[src/rtl/xlat_pkg.sv]
package xlat_pkg;
    localparam int VA_W        = 32;
    localparam int FINE_SHIFT  = 10;
    localparam int COARSE_SHIFT = 12;
    localparam int PFN_W       = VA_W - FINE_SHIFT;
    localparam int VPN2_LSB    = COARSE_SHIFT + 1;
    localparam int VPN2_W      = VA_W - VPN2_LSB;
    localparam int SEG_W       = 3;

    typedef enum logic [1:0] {
        PRIV_KERNEL = 2'd0,
        PRIV_SUPER  = 2'd1,
        PRIV_USER   = 2'd2,
        PRIV_BAD    = 2'd3
    } priv_e;

    typedef enum logic [3:0] {
        FLT_NONE     = 4'd0,
        FLT_ADR_LD   = 4'd1,
        FLT_ADR_ST   = 4'd2,
        FLT_REFILL_I = 4'd3,
        FLT_REFILL_D = 4'd4,
        FLT_INVAL_I  = 4'd5,
        FLT_INVAL_D  = 4'd6,
        FLT_MOD      = 4'd7
    } flt_e;

    localparam logic [1:0] ACC_FETCH = 2'd0;
    localparam logic [1:0] ACC_STORE = 2'd2;
endpackage

[src/rtl/xlat_priv_decode.sv]
module xlat_priv_decode
    import xlat_pkg::*;
(
    input  logic [31:0] status,
    output priv_e       priv
);
    logic override_k;
    logic unused_status;

    assign override_k    = status[28] | status[2] | status[1];
    assign unused_status = ^{status[31:29], status[27:5], status[0]};

    always_comb begin
        if (override_k) begin
            priv = PRIV_KERNEL;
        end else begin
            unique case (status[4:3])
                2'b00:   priv = PRIV_KERNEL;
                2'b01:   priv = PRIV_SUPER;
                2'b10:   priv = PRIV_USER;
                default: priv = PRIV_BAD;
            endcase
        end
    end
endmodule

[src/rtl/xlat_seg_decode.sv]
module xlat_seg_decode
    import xlat_pkg::*;
(
    input  logic [VA_W-1:0] vaddr,
    input  logic [1:0]      size,
    output logic            win_cached,
    output logic            win_uncached,
    output logic            misaligned,
    output logic            uncached,
    output logic [VA_W-1:0] direct_paddr
);
    localparam logic [SEG_W-1:0] SEG_K0 = 3'b100;
    localparam logic [SEG_W-1:0] SEG_K1 = 3'b101;
    localparam logic [VA_W-1:0]  UC_PAT = 32'hA000_0000;

    logic [2:0] lane_mask;

    assign lane_mask    = 3'((4'd1 << size) - 4'd1);
    assign misaligned   = |(vaddr[2:0] & lane_mask);
    assign win_cached   = (vaddr[VA_W-1 -: SEG_W] == SEG_K0);
    assign win_uncached = (vaddr[VA_W-1 -: SEG_W] == SEG_K1);
    assign uncached     = ((vaddr & UC_PAT) == UC_PAT);
    assign direct_paddr = {{SEG_W{1'b0}}, vaddr[VA_W-SEG_W-1:0]};
endmodule

[src/rtl/xlat_page_sel.sv]
module xlat_page_sel
    import xlat_pkg::*;
(
    input  logic [VA_W-1:0]   vaddr,
    input  logic              fine_pages,
    input  logic              v0,
    input  logic              v1,
    input  logic              d0,
    input  logic              d1,
    input  logic [PFN_W-1:0]  pfn0,
    input  logic [PFN_W-1:0]  pfn1,
    output logic              sel_valid,
    output logic              sel_dirty,
    output logic [VA_W-1:0]   mapped_paddr,
    output logic [VPN2_W-1:0] vpn2,
    output logic [1:0]        vpn2x
);
    logic             odd_half;
    logic [PFN_W-1:0] pfn_sel;

    assign odd_half  = fine_pages ? vaddr[FINE_SHIFT] : vaddr[COARSE_SHIFT];
    assign sel_valid = odd_half ? v1 : v0;
    assign sel_dirty = odd_half ? d1 : d0;
    assign pfn_sel   = odd_half ? pfn1 : pfn0;

    always_comb begin
        if (fine_pages) begin
            mapped_paddr = {pfn_sel, vaddr[FINE_SHIFT-1:0]};
        end else begin
            mapped_paddr = {pfn_sel[PFN_W-1:COARSE_SHIFT-FINE_SHIFT],
                            vaddr[COARSE_SHIFT-1:0]};
        end
    end

    assign vpn2  = vaddr[VA_W-1:VPN2_LSB];
    assign vpn2x = fine_pages ? vaddr[COARSE_SHIFT:FINE_SHIFT+1] : 2'b00;
endmodule

[src/rtl/xlat_fault_check.sv]
module xlat_fault_check
    import xlat_pkg::*;
#(
    parameter int ASID_W = 8
) (
    input  logic              clk,
    input  logic              rst_n,
    input  logic              req_valid,
    input  logic [31:0]       req_vaddr,
    input  logic [1:0]        req_size,
    input  logic [1:0]        req_type,
    input  logic [ASID_W-1:0] req_asid,
    input  logic [31:0]       status,
    input  logic              fine_pages,
    input  logic              tlb_hit,
    input  logic              tlb_v0,
    input  logic              tlb_v1,
    input  logic              tlb_d0,
    input  logic              tlb_d1,
    input  logic [21:0]       tlb_pfn0,
    input  logic [21:0]       tlb_pfn1,
    output logic              resp_valid,
    output logic [31:0]       resp_paddr,
    output logic              resp_uncached,
    output logic [3:0]        resp_fault,
    output logic [31:0]       bad_vaddr,
    output logic [18:0]       hi_vpn2,
    output logic [1:0]        hi_vpn2x,
    output logic [ASID_W-1:0] hi_asid,
    output logic [18:0]       ctx_badvpn2
);
    typedef struct packed {
        logic              vld;
        logic [VA_W-1:0]   paddr;
        logic              unc;
        flt_e              fault;
        logic [VA_W-1:0]   bad;
        logic [VPN2_W-1:0] vpn2;
        logic [1:0]        vpn2x;
        logic [ASID_W-1:0] asid;
        logic [VPN2_W-1:0] ctx;
    } st_t;

    st_t st_d, st_q;

    priv_e             priv;
    logic              win_c, win_u, mis, unc;
    logic [VA_W-1:0]   direct_pa, mapped_pa;
    logic              sel_valid, sel_dirty;
    logic [VPN2_W-1:0] vpn2;
    logic [1:0]        vpn2x;

    xlat_priv_decode u_priv (
        .status (status),
        .priv   (priv)
    );

    xlat_seg_decode u_seg (
        .vaddr        (req_vaddr),
        .size         (req_size),
        .win_cached   (win_c),
        .win_uncached (win_u),
        .misaligned   (mis),
        .uncached     (unc),
        .direct_paddr (direct_pa)
    );

    xlat_page_sel u_page (
        .vaddr        (req_vaddr),
        .fine_pages   (fine_pages),
        .v0           (tlb_v0),
        .v1           (tlb_v1),
        .d0           (tlb_d0),
        .d1           (tlb_d1),
        .pfn0         (tlb_pfn0),
        .pfn1         (tlb_pfn1),
        .sel_valid    (sel_valid),
        .sel_dirty    (sel_dirty),
        .mapped_paddr (mapped_pa),
        .vpn2         (vpn2),
        .vpn2x        (vpn2x)
    );

    logic is_store, is_fetch;
    flt_e adr_code;
    assign is_store = (req_type == ACC_STORE);
    assign is_fetch = (req_type == ACC_FETCH);
    assign adr_code = is_store ? FLT_ADR_ST : FLT_ADR_LD;

    always_comb begin
        logic tlb_fault;
        st_d       = st_q;
        st_d.vld   = req_valid;
        st_d.paddr = '0;
        st_d.unc   = 1'b0;
        st_d.fault = FLT_NONE;
        tlb_fault  = 1'b0;
        if (req_valid) begin
            st_d.unc = unc;
            if (win_c) begin
                if (mis || priv != PRIV_KERNEL) st_d.fault = adr_code;
                else                             st_d.paddr = direct_pa;
            end else if (win_u) begin
                st_d.paddr = direct_pa;
            end else if (mis) begin
                st_d.fault = adr_code;
            end else if (!tlb_hit) begin
                st_d.fault = is_fetch ? FLT_REFILL_I : FLT_REFILL_D;
                tlb_fault  = 1'b1;
            end else if (!sel_valid) begin
                st_d.fault = is_fetch ? FLT_INVAL_I : FLT_INVAL_D;
                tlb_fault  = 1'b1;
            end else if (is_store && !sel_dirty) begin
                st_d.fault = FLT_MOD;
                tlb_fault  = 1'b1;
            end else begin
                st_d.paddr = mapped_pa;
            end
            if (st_d.fault != FLT_NONE) st_d.bad = req_vaddr;
            if (tlb_fault) begin
                st_d.vpn2  = vpn2;
                st_d.vpn2x = vpn2x;
                st_d.asid  = req_asid;
                st_d.ctx   = vpn2;
            end
        end
    end

    always_ff @(posedge clk) begin
        if (!rst_n) st_q <= '0;
        else        st_q <= st_d;
    end

    assign resp_valid    = st_q.vld;
    assign resp_paddr    = st_q.paddr;
    assign resp_uncached = st_q.unc;
    assign resp_fault    = st_q.fault;
    assign bad_vaddr     = st_q.bad;
    assign hi_vpn2       = st_q.vpn2;
    assign hi_vpn2x      = st_q.vpn2x;
    assign hi_asid       = st_q.asid;
    assign ctx_badvpn2   = st_q.ctx;

    // uncached direct window never faults
    a_r4_kseg_unc_nofault: assert property (@(posedge clk) disable iff (!rst_n)
        (req_valid && req_vaddr[31:29] == 3'b101) |=> (resp_fault == 4'd0));

    // modified fault only for stores
    a_r8_mod_only_store: assert property (@(posedge clk) disable iff (!rst_n)
        (req_valid && req_type != ACC_STORE) |=> (resp_fault != 4'd7));

    // side fields hold when no fault is reported
    a_r11_side_hold: assert property (@(posedge clk) disable iff (!rst_n)
        (resp_fault == 4'd0) |-> ($stable(bad_vaddr) && $stable(hi_vpn2) &&
                                  $stable(hi_vpn2x) && $stable(ctx_badvpn2)));

    // a fault carries a zero physical address and a valid response
    a_r13_fault_zero_pa: assert property (@(posedge clk) disable iff (!rst_n)
        (resp_fault != 4'd0) |-> (resp_valid && resp_paddr == '0));

    // misalignment in a mapped window beats every buffer fault
    a_r5_mis_first: assert property (@(posedge clk) disable iff (!rst_n)
        (req_valid && req_vaddr[31:30] != 2'b10 && (req_vaddr[0] && req_size != 2'd0))
        |=> (resp_fault == 4'd1 || resp_fault == 4'd2));

    // page-pair and context copies agree
    a_r10_ctx_match: assert property (@(posedge clk) disable iff (!rst_n)
        (hi_vpn2 == ctx_badvpn2));
endmodule

[config.mk]
export PLATFORM = sky130hd
export DESIGN_NAME = xlat_fault_check
export DESIGN_NICKNAME = d
export VERILOG_FILES = /design/src/rtl/xlat_pkg.sv /design/src/rtl/xlat_priv_decode.sv /design/src/rtl/xlat_seg_decode.sv /design/src/rtl/xlat_page_sel.sv /design/src/rtl/xlat_fault_check.sv
export SDC_FILE = /design/constraint.sdc
export NUM_CORES = 1
export LEC_CHECK = 0
export ABC_AREA = 1
export BUFFER_PORTS_ARGS = -buffer_cell sky130_fd_sc_hd__buf_2
export CAP_MARGIN = 20
export CELL_PAD_IN_SITES_DETAIL_PLACEMENT = 0
export CELL_PAD_IN_SITES_GLOBAL_PLACEMENT = 2
export CORE_ASPECT_RATIO = 1.2
export CORE_MARGIN = 3
export CORE_UTILIZATION = 25
export DETAILED_ROUTE_END_ITERATION = 8
export PLACE_DENSITY = 0.85
export SLEW_MARGIN = 10
export SYNTH_ARGS = -nofsm -noshare
export SYNTH_HDL_FRONTEND = slang
export SYNTH_HIERARCHICAL = 1
export SYNTH_SLANG_ARGS = --single-unit
[constraint.sdc]
create_clock -name clk -period 3.2 [get_ports clk]
set_clock_uncertainty 0.1 [all_clocks]
set_input_delay 0.64 -clock clk [delete_from_list [all_inputs] [get_ports clk]]
set_output_delay 0.64 -clock clk [all_outputs]
set_load 0.05 [all_outputs]
==> results of run 1 <==
==> cells in the final DEF, fill, tap and decap left out <==
| cell | n |
|---|---|
| nand2_2 | 5 |
| inv_2 | 3 |
| dfxtp_1 | 98 |
| clkbuf_8 | 1 |
| nor2_1 | 127 |
| nor2_4 | 1 |
| clkinv_4 | 1 |
| nor3_1 | 14 |
| conb_1 | 4 |
| nor2_2 | 2 |
| nand4_1 | 3 |
| inv_1 | 119 |
| bufinv_16 | 2 |
| nand2_1 | 108 |
| nand3_1 | 57 |
| clkbuf_16 | 9 |
| a21oi_1 | 65 |
| a21oi_4 | 1 |
| nand3b_1 | 1 |
| buf_4 | 16 |
| buf_2 | 218 |
| nor3b_2 | 1 |
| buf_12 | 2 |
| clkinv_2 | 2 |
| o21ai_0 | 63 |
==> layer usage <==
| layer | wire length, um | GRT usage, % |
|---|---|---|
| met1 | 7050 | 16.9 |
| met2 | 8380 | 25.9 |
| met3 | 982 | 3.65 |
| met4 | 221 | 4.31 |
| met5 | 0 | 0 |
==> synthesized netlist by cell type, types with 3 or more instances <==
cell type    n
nand2_1    108
inv_1      119
nor2_1     127
dfxtp_1     98
nand4_1      3
inv_2        3
clkbuf_1    19
a21oi_1     65
buf_4       83
buf_6        6
o21ai_0     63
nand3_1     57
nor3_1      14
buf_2        8
nand2_2      5
buf_1        6
==> kinds of logic after synthesis <==
family / Yosys count / share of synthesized area (%)
compound gates: 129 / 12.5
buf+inv: 244 / 24.5
flops: 98 / 37.4
other cells: 2 / 0.143
simple gates: 319 / 25.4
==> worst max path at each step <==
| stage | depth (start not counted) | slack [ns] | end |
|---|---|---|---|
| global placement | 18 | 0.26 | bad_vaddr[9] |
| detailed placement | 18 | 0.26 | bad_vaddr[9] |
| global route | 18 | 0.36 | bad_vaddr[9] |
| floorplan | 18 | 1.02 | bad_vaddr[10] |
| CTS | 18 | 0.63 | bad_vaddr[9] |
| finish | 18 | 0.66 | bad_vaddr[11] |
==> layout make-up <==
class | count | area, sq um | share of cell area, %
clock buffers | 10 | 239 | 3.78
clock inverters | 5 | 78.8 | 1.25
inverters | 122 | 458 | 7.24
multi-input cells | 452 | 2000 | 31.7
flip-flops and latches | 98 | 1960 | 31.0
well taps | 265 | 332 | 5.24
repair buffers | 236 | 1250 | 19.8
==> flip-flops by register name, summed over array words and instances (netlist names) <==
register / count
hi_asid: 8
hi_vpn2x: 2
resp_paddr: 32
resp_uncached: 1
resp_valid: 1
bad_vaddr: 32
ctx_badvpn2: 19
resp_fault: 3
==> power by group <==
| group | switching [mW] | internal (mW) | leakage, nW |
|---|---|---|---|
| registers | 0.0431 | 1.31 | 0.803 |
| clock network | 0.485 | 0.701 | 0.158 |
| logic | 0.718 | 0.253 | 2.49 |
| total | 1.25 | 2.26 | 3.45 |
==> stage by stage <==
stage / setup slack [ns] / utilization (%) / instance area [sq um]
CTS: 0.635 / 31.0 / 6320
detailed placement: 0.259 / 29.4 / 6010
global placement: 0.262 / 29.4 / 6010
global route: 0.364 / 31.0 / 6320
finish: 0.658 / 31.0 / 6320
floorplan: 1.02 / - / 5250
==> worst max-delay path, stage by stage <==
cell	delay, ns
buf_2	0.17
inv_2	0.07
nand2_2	0.09
nand2_2	0.19
nand2_1	0.11
nand2_1	0.07
nand3b_1	0.20
nand2_1	0.14
nand3_1	0.08
nand2_1	0.06
nand2_1	0.06
nand2_2	0.08
inv_1	0.06
nand2_2	0.22
buf_4	0.25
nand3_1	0.09
nand2_1	0.07
nor2_1	0.04
==> metrics.md, run 1 <==
| Metric | Value |
|---|---|
| Number of port buffers | `218` |
| Setup CP Type | `primary input to flop` |
| Worst setup path start | `fine_pages` |
| Cells after Synth | `792` |
| Mapped Avg Cell Area | `6.62 sq um` |
| Worst hold path type | `flop to flop` |
| Yosys top cell area share | `37.4%` |
| Layout area overhead | `20.7%` |
| Flops & latches, synth | `98` |
| Number of buffers created by CTS | `9` |
| CP endpoint kind | `flop` |
| Antenna cell count | `0` |
| Post-synthesis cell area | `0.00524 sq mm` |
| First-pass GRT wire length | `25800 um` |
| Final std cells w/o fill | `1188` |
| Post-synth EDFFs | `0` |
| Initial DRC count | `194` |
| Largest net degree at the start of global routing | `62` |
| R2r endpoint | `ctx_badvpn2[1]` |
| Part of the Yosys area used for sequential elements | `37.4%` |
| Fillers | `2327` |
| R2r setup slk | `2.52 ns` |
| Synth cell types | `22` |
| Gr ovfl total | `0` |
| WHS | `0.340 ns` |
| Hold depth | `2` |
| Antenna Nets Post-Route | `0` |
| Final hold violations | `0` |
| Crit start category | `primary input` |
| Headroom to the max-slew limit | `57.7%` |
| Syn. warnings | `6` |
| Yosys top cell by area | `dfxtp_1` |
| RSZ-0062 raised after global routing | `no` |
| Count of final setup violators | `0` |
| CTS Buffer Depth | `2` |
| Placed wire-length estimate | `12300 um` |
| Clock root cell | `clkbuf_16` |
| Chip height | `165 um` |
| Routed WL per cell | `14.0 um` |
| Vias per cell | `4.21` |
| R2r startpoint | `ctx_badvpn2[1]` |
| I/O pin total | `247` |
| Drt drc | `0` |
| Min cycle time layout | `2.54 ns` |
| Final WL | `16600 um` |
| Die width | `138 um` |
| Skew-Pair Late Insertion Delay | `0.34 ns` |
| Core area | `0.0204 sq mm` |
| Leakage dissipation | `3.45 nW` |
| Status | `complete, no violations` |
| Ys async rst share | `0%` |
| Hold_buf cts | `0` |
| Vias in the first global route | `4685` |
| DR pass1 iterations | `4` |
| Placer congestion estimate | `0.756` |
| H-Tree Depth | `3` |
| Fmax | `393 MHz` |
| R2r worst-path depth | `2` |
| CTS clk-pin slew, worst paths | `0.07 ns` |
| Period utilisation layout | `79.4%` |
| Crit Path Max Fanout | `12` |
| Pins Over Slew Limit | `0` |
| Post_cts resized | `0` |
| Ranking of synthesized cells by area | `dfxtp_1, buf_4, nor2_1, inv_1, nand2_1` |
| Worst Hold End | `hi_asid[6]` |
| Pwr Density | `555 mW/mm^2` |
| Placed insts | `1173` |
| Initial Utilization | `25.7%` |
| Max cap viols | `0` |
| Hold wc startpoint | `hi_asid[6]` |
| Initial antenna violation count | `0` |
| Critical path required time | `3.35 ns` |
| Setup TNS | `0 ns` |
| Worst Path Arrival | `2.69 ns` |
| Share of layout cells above drive strength 1 | `28.6%` |
| Tot GR Track Use | `14.4%` |
| Power Total | `3.51 mW` |
| Post-CTS Setup Bufs | `0` |
| Synth Flop Type | `dfxtp_1` |
| Total number of vias | `4999` |
| Peak VDD IR | `240 uV` |
| Die area | `0.0227 sq mm` |
| CTS tree | `yes` |
| Core Rows | `57` |
| Clk sinks | `98` |
| Final nets | `1048` |
| Worst Tran Pin Value | `0.635 ns` |
Note: power is estimated with default switching activity, not from simulation.
==> run 2: changes to the inputs <==
Settings changed: ABC_AREA 1 to 0, CORE_UTILIZATION 25 to 22, PLACE_DENSITY 0.85 to 0.76.
Clock period 3.2 ns to 2.1 ns, I/O delays scaled along.
==> run 2 against run 1 <==
Compared with the run above:
- synthesized cell count down 28%
- cell count decreased by 17%
- clock-buffer cell count is 2 higher
- highest routed layer is now met5
==> metrics.md, run 2 <==
| Metric | Value |
|---|---|
| Initial Utilization | `22.7% (-3.0 points)` |
| Yosys top cell area share | `40.5% (+3.0 points)` |
| Layout area overhead | `25.6%` |
| Finished Cell Area | `0.00609 sq mm (-3.7%)` |
| Syn. warnings | `6 (unchanged)` |
| Vias per cell | `4.15 (-1.5%)` |
| Final WL | `15200 um (-8.8%)` |
| Worst Tran Pin Value | `0.540 ns (-0.0949 ns)` |
| Routed WL per cell | `15.4 um (+9.8%)` |
| Ranking of synthesized cells by area | `dfxtp_1, buf_4, nand2_1, mux2i_1, nand3_1` |
| Worst Path Arrival | `2.08 ns (-0.61 ns)` |
| Period utilisation layout | `93.2%` |
| CTS tree | `yes` |
| Placed wire-length estimate | `11500 um (-6.4%)` |
| Status | `complete, no violations` |
| Vias in the first global route | `3854 (-18%)` |
| Clk sinks | `98 (unchanged)` |
| Top-count cell post-synth | `nand2_1` |
| Max cap viols | `0 (unchanged)` |
| Largest net degree at the start of global routing | `59 (-4.8%)` |
| Hold_buf cts | `0 (unchanged)` |
| Chip height | `169 um (+2.4%)` |
| I/O pin total | `247 (unchanged)` |
| Synth cell types | `38 (+73%)` |
| Placed insts | `973 (-17%)` |
| Post-synth EDFFs | `0 (unchanged)` |
| Flops & latches, synth | `98 (unchanged)` |
| Die area | `0.0239 sq mm (+4.9%)` |
| Placer congestion estimate | `0.756 (about the same)` |
| Ys async rst share | `0% (unchanged)` |
| CP max stage delay | `0.35 ns (+0.10 ns)` |
| Initial antenna violation count | `1 (+1)` |
| Final hold violations | `0 (unchanged)` |
| RSZ-0062 raised after global routing | `no` |
| Total number of vias | `4092 (-18%)` |
| CP bufs+invs | `2 (-2)` |
| Share of layout cells above drive strength 1 | `41.0% (+12 points)` |
| Crit-path slowest cell | `mux2_4` |
| Count of final setup violators | `0 (unchanged)` |
| DR pass1 iterations | `4 (unchanged)` |
| First-pass GRT wire length | `22600 um (-12%)` |
| Drt drc | `0 (unchanged)` |
| H-Tree Depth | `3 (unchanged)` |
| Die width | `141 um (+2.4%)` |
| Min cycle time layout | `1.96 ns` |
| Post_cts resized | `0 (unchanged)` |
| Antenna Nets Post-Route | `0 (unchanged)` |
| Yosys top cell by area | `dfxtp_1` |
| Synth Flop Type | `dfxtp_1` |
| Post-CTS Setup Bufs | `0 (unchanged)` |
| Most common cell after layout, fill and taps aside | `buf_2` |
| CTS clk-pin slew, worst paths | `0.07 ns (about the same)` |
| Post-synth top cells | `nand2_1, dfxtp_1, buf_4, nand3_1, a21oi_1` |
| Area after DPL | `0.00579 sq mm (-3.5%)` |
| Part of the Yosys area used for sequential elements | `40.5% (+3.0 points)` |
| Headroom to the max-slew limit | `63.7% (+6.1 points)` |
| Clock root cell | `clkbuf_16` |
| Peak VDD IR | `334 uV (+39%)` |
| CTS Buffer Depth | `2 (unchanged)` |
| Most frequent cells in the layout | `buf_2, nand2_1, dfxtp_1` |
| Number of buffers created by CTS | `9 (unchanged)` |
| Crit path cell chain | `buf_2 > mux2i_4 > mux2_4 > nor3b_4 > o211ai_1 > buf_12 > nand3_1 > o21ai_0` |
| Post-synthesis cell area | `0.00485 sq mm (-7.5%)` |
| Core area | `0.0213 sq mm (+4.6%)` |
| Final std cells w/o fill | `987 (-17%)` |
| Leakage dissipation | `2.98 nW (-14%)` |
| Core Rows | `58 (+1.8%)` |
| Setup CP Type | `primary input to flop` |
| Worst hold path type | `primary input to flop` |
| Crit start category | `primary input` |
| CP endpoint kind | `flop` |
| Cells after Synth | `573 (-28%)` |
| Gr ovfl total | `0 (unchanged)` |
| Antenna cell count | `0 (unchanged)` |
| Pwr Density | `793 mW/mm^2 (+43%)` |
| Final nets | `843 (-20%)` |
| Number of port buffers | `218 (unchanged)` |
| Mapped Avg Cell Area | `8.46 sq um (+28%)` |
| Critical path required time | `2.22 ns (-1.13 ns)` |
| Tot GR Track Use | `12.4% (-2.0 points)` |
| Pins Over Slew Limit | `0 (unchanged)` |
| Crit Path Max Fanout | `58 (+46)` |
| Fmax | `511 MHz` |
| Skew-Pair Late Insertion Delay | `0.34 ns (about the same)` |
| CP delay by family, top | `multiplexers` |
| Initial DRC count | `272 (+40%)` |
[run 2: cell types whose count changed in the layout (fill, tap and decap cells not counted), moves of 5 or more]
cell / change
nor3_1: -10
inv_1: -116
a21oi_1: -28
o21ai_0: -51
o21ai_1: +21
mux2i_1: +33
nor2_1: -125
buf_4: +11
nand2_1: +22
nand2_2: -5
mux2_4: +21
nand3_1: +5
[run 2: layout make-up]
type,instances,area (sq um)
fillers,2342,15200
repair buffers,248,1370
well taps,270,338
flip-flops and latches,98,1960
clock buffers,12,256
multi-input cells,354,2110
clock inverters,2,37.5
inverters,3,11.3
[run 2: path summary, 6_finish.rpt]
path                   startpoint         endpoint  slack, ns  cells after the start
setup reg to reg  ctx_badvpn2[18]  ctx_badvpn2[18]       1.40                      2
setup / recovery       fine_pages   ctx_badvpn2[2]       0.14                      8
hold / removal        req_asid[1]       hi_asid[1]       0.21                      3
hold reg to reg        hi_asid[2]       hi_asid[2]       0.35                      2
[run 2: where the power goes]
part | switching (mW) | internal (mW)
combinational | 0.763 | 0.368
sequential | 0.0419 | 1.95
clock | 0.728 | 0.978
total | 1.53 | 3.30
[run 2: per-stage QoR]
step	setup TNS, ns	setup slack (ns)	utilization (%)	total power, mW	hold slack [ns]
floorplan	-0.125	-0.00674	-	2.91	0.453
global placement	-16.80	-0.224	27.2	3.18	0.341
detailed placement	-17.57	-0.245	27.2	3.18	0.348
CTS	0	0.123	28.5	4.93	0.182
global route	0	0.0325	28.5	5.06	0.191
finish	0	0.144	28.5	4.83	0.205
[run 2: cells by family after synthesis]
logic type | after synthesis | share of synthesized area, %
and+or+nand+nor | 217 | 20.1
buffers and inverters | 123 | 16.7
DFF | 98 | 40.5
AOI/OAI and AO/OA | 77 | 8.75
muxes | 56 | 13.8
other | 2 | 0.155
[run 2: worst register-to-register path, delay by kind of cell, from the launching register on]
family / cells / cell delay (ns)
simple gates: 1 / 0.09
compound gates: 1 / 0.08
flops: 1 / 0.37
[run 2: routing by layer]
| metal | track usage (%) | wire length [um] | vias up | part of all wire, % |
|---|---|---|---|---|
| li1 | - | - | 2107 | - |
| met1 | 14.8 | 6350 | 1841 | 42 |
| met2 | 20.8 | 7540 | 125 | 50 |
| met3 | 3.70 | 960 | 17 | 6.3 |
| met4 | 4.72 | 312 | 2 | 2.1 |
| met5 | 0 | 7 | - | 0.046 |
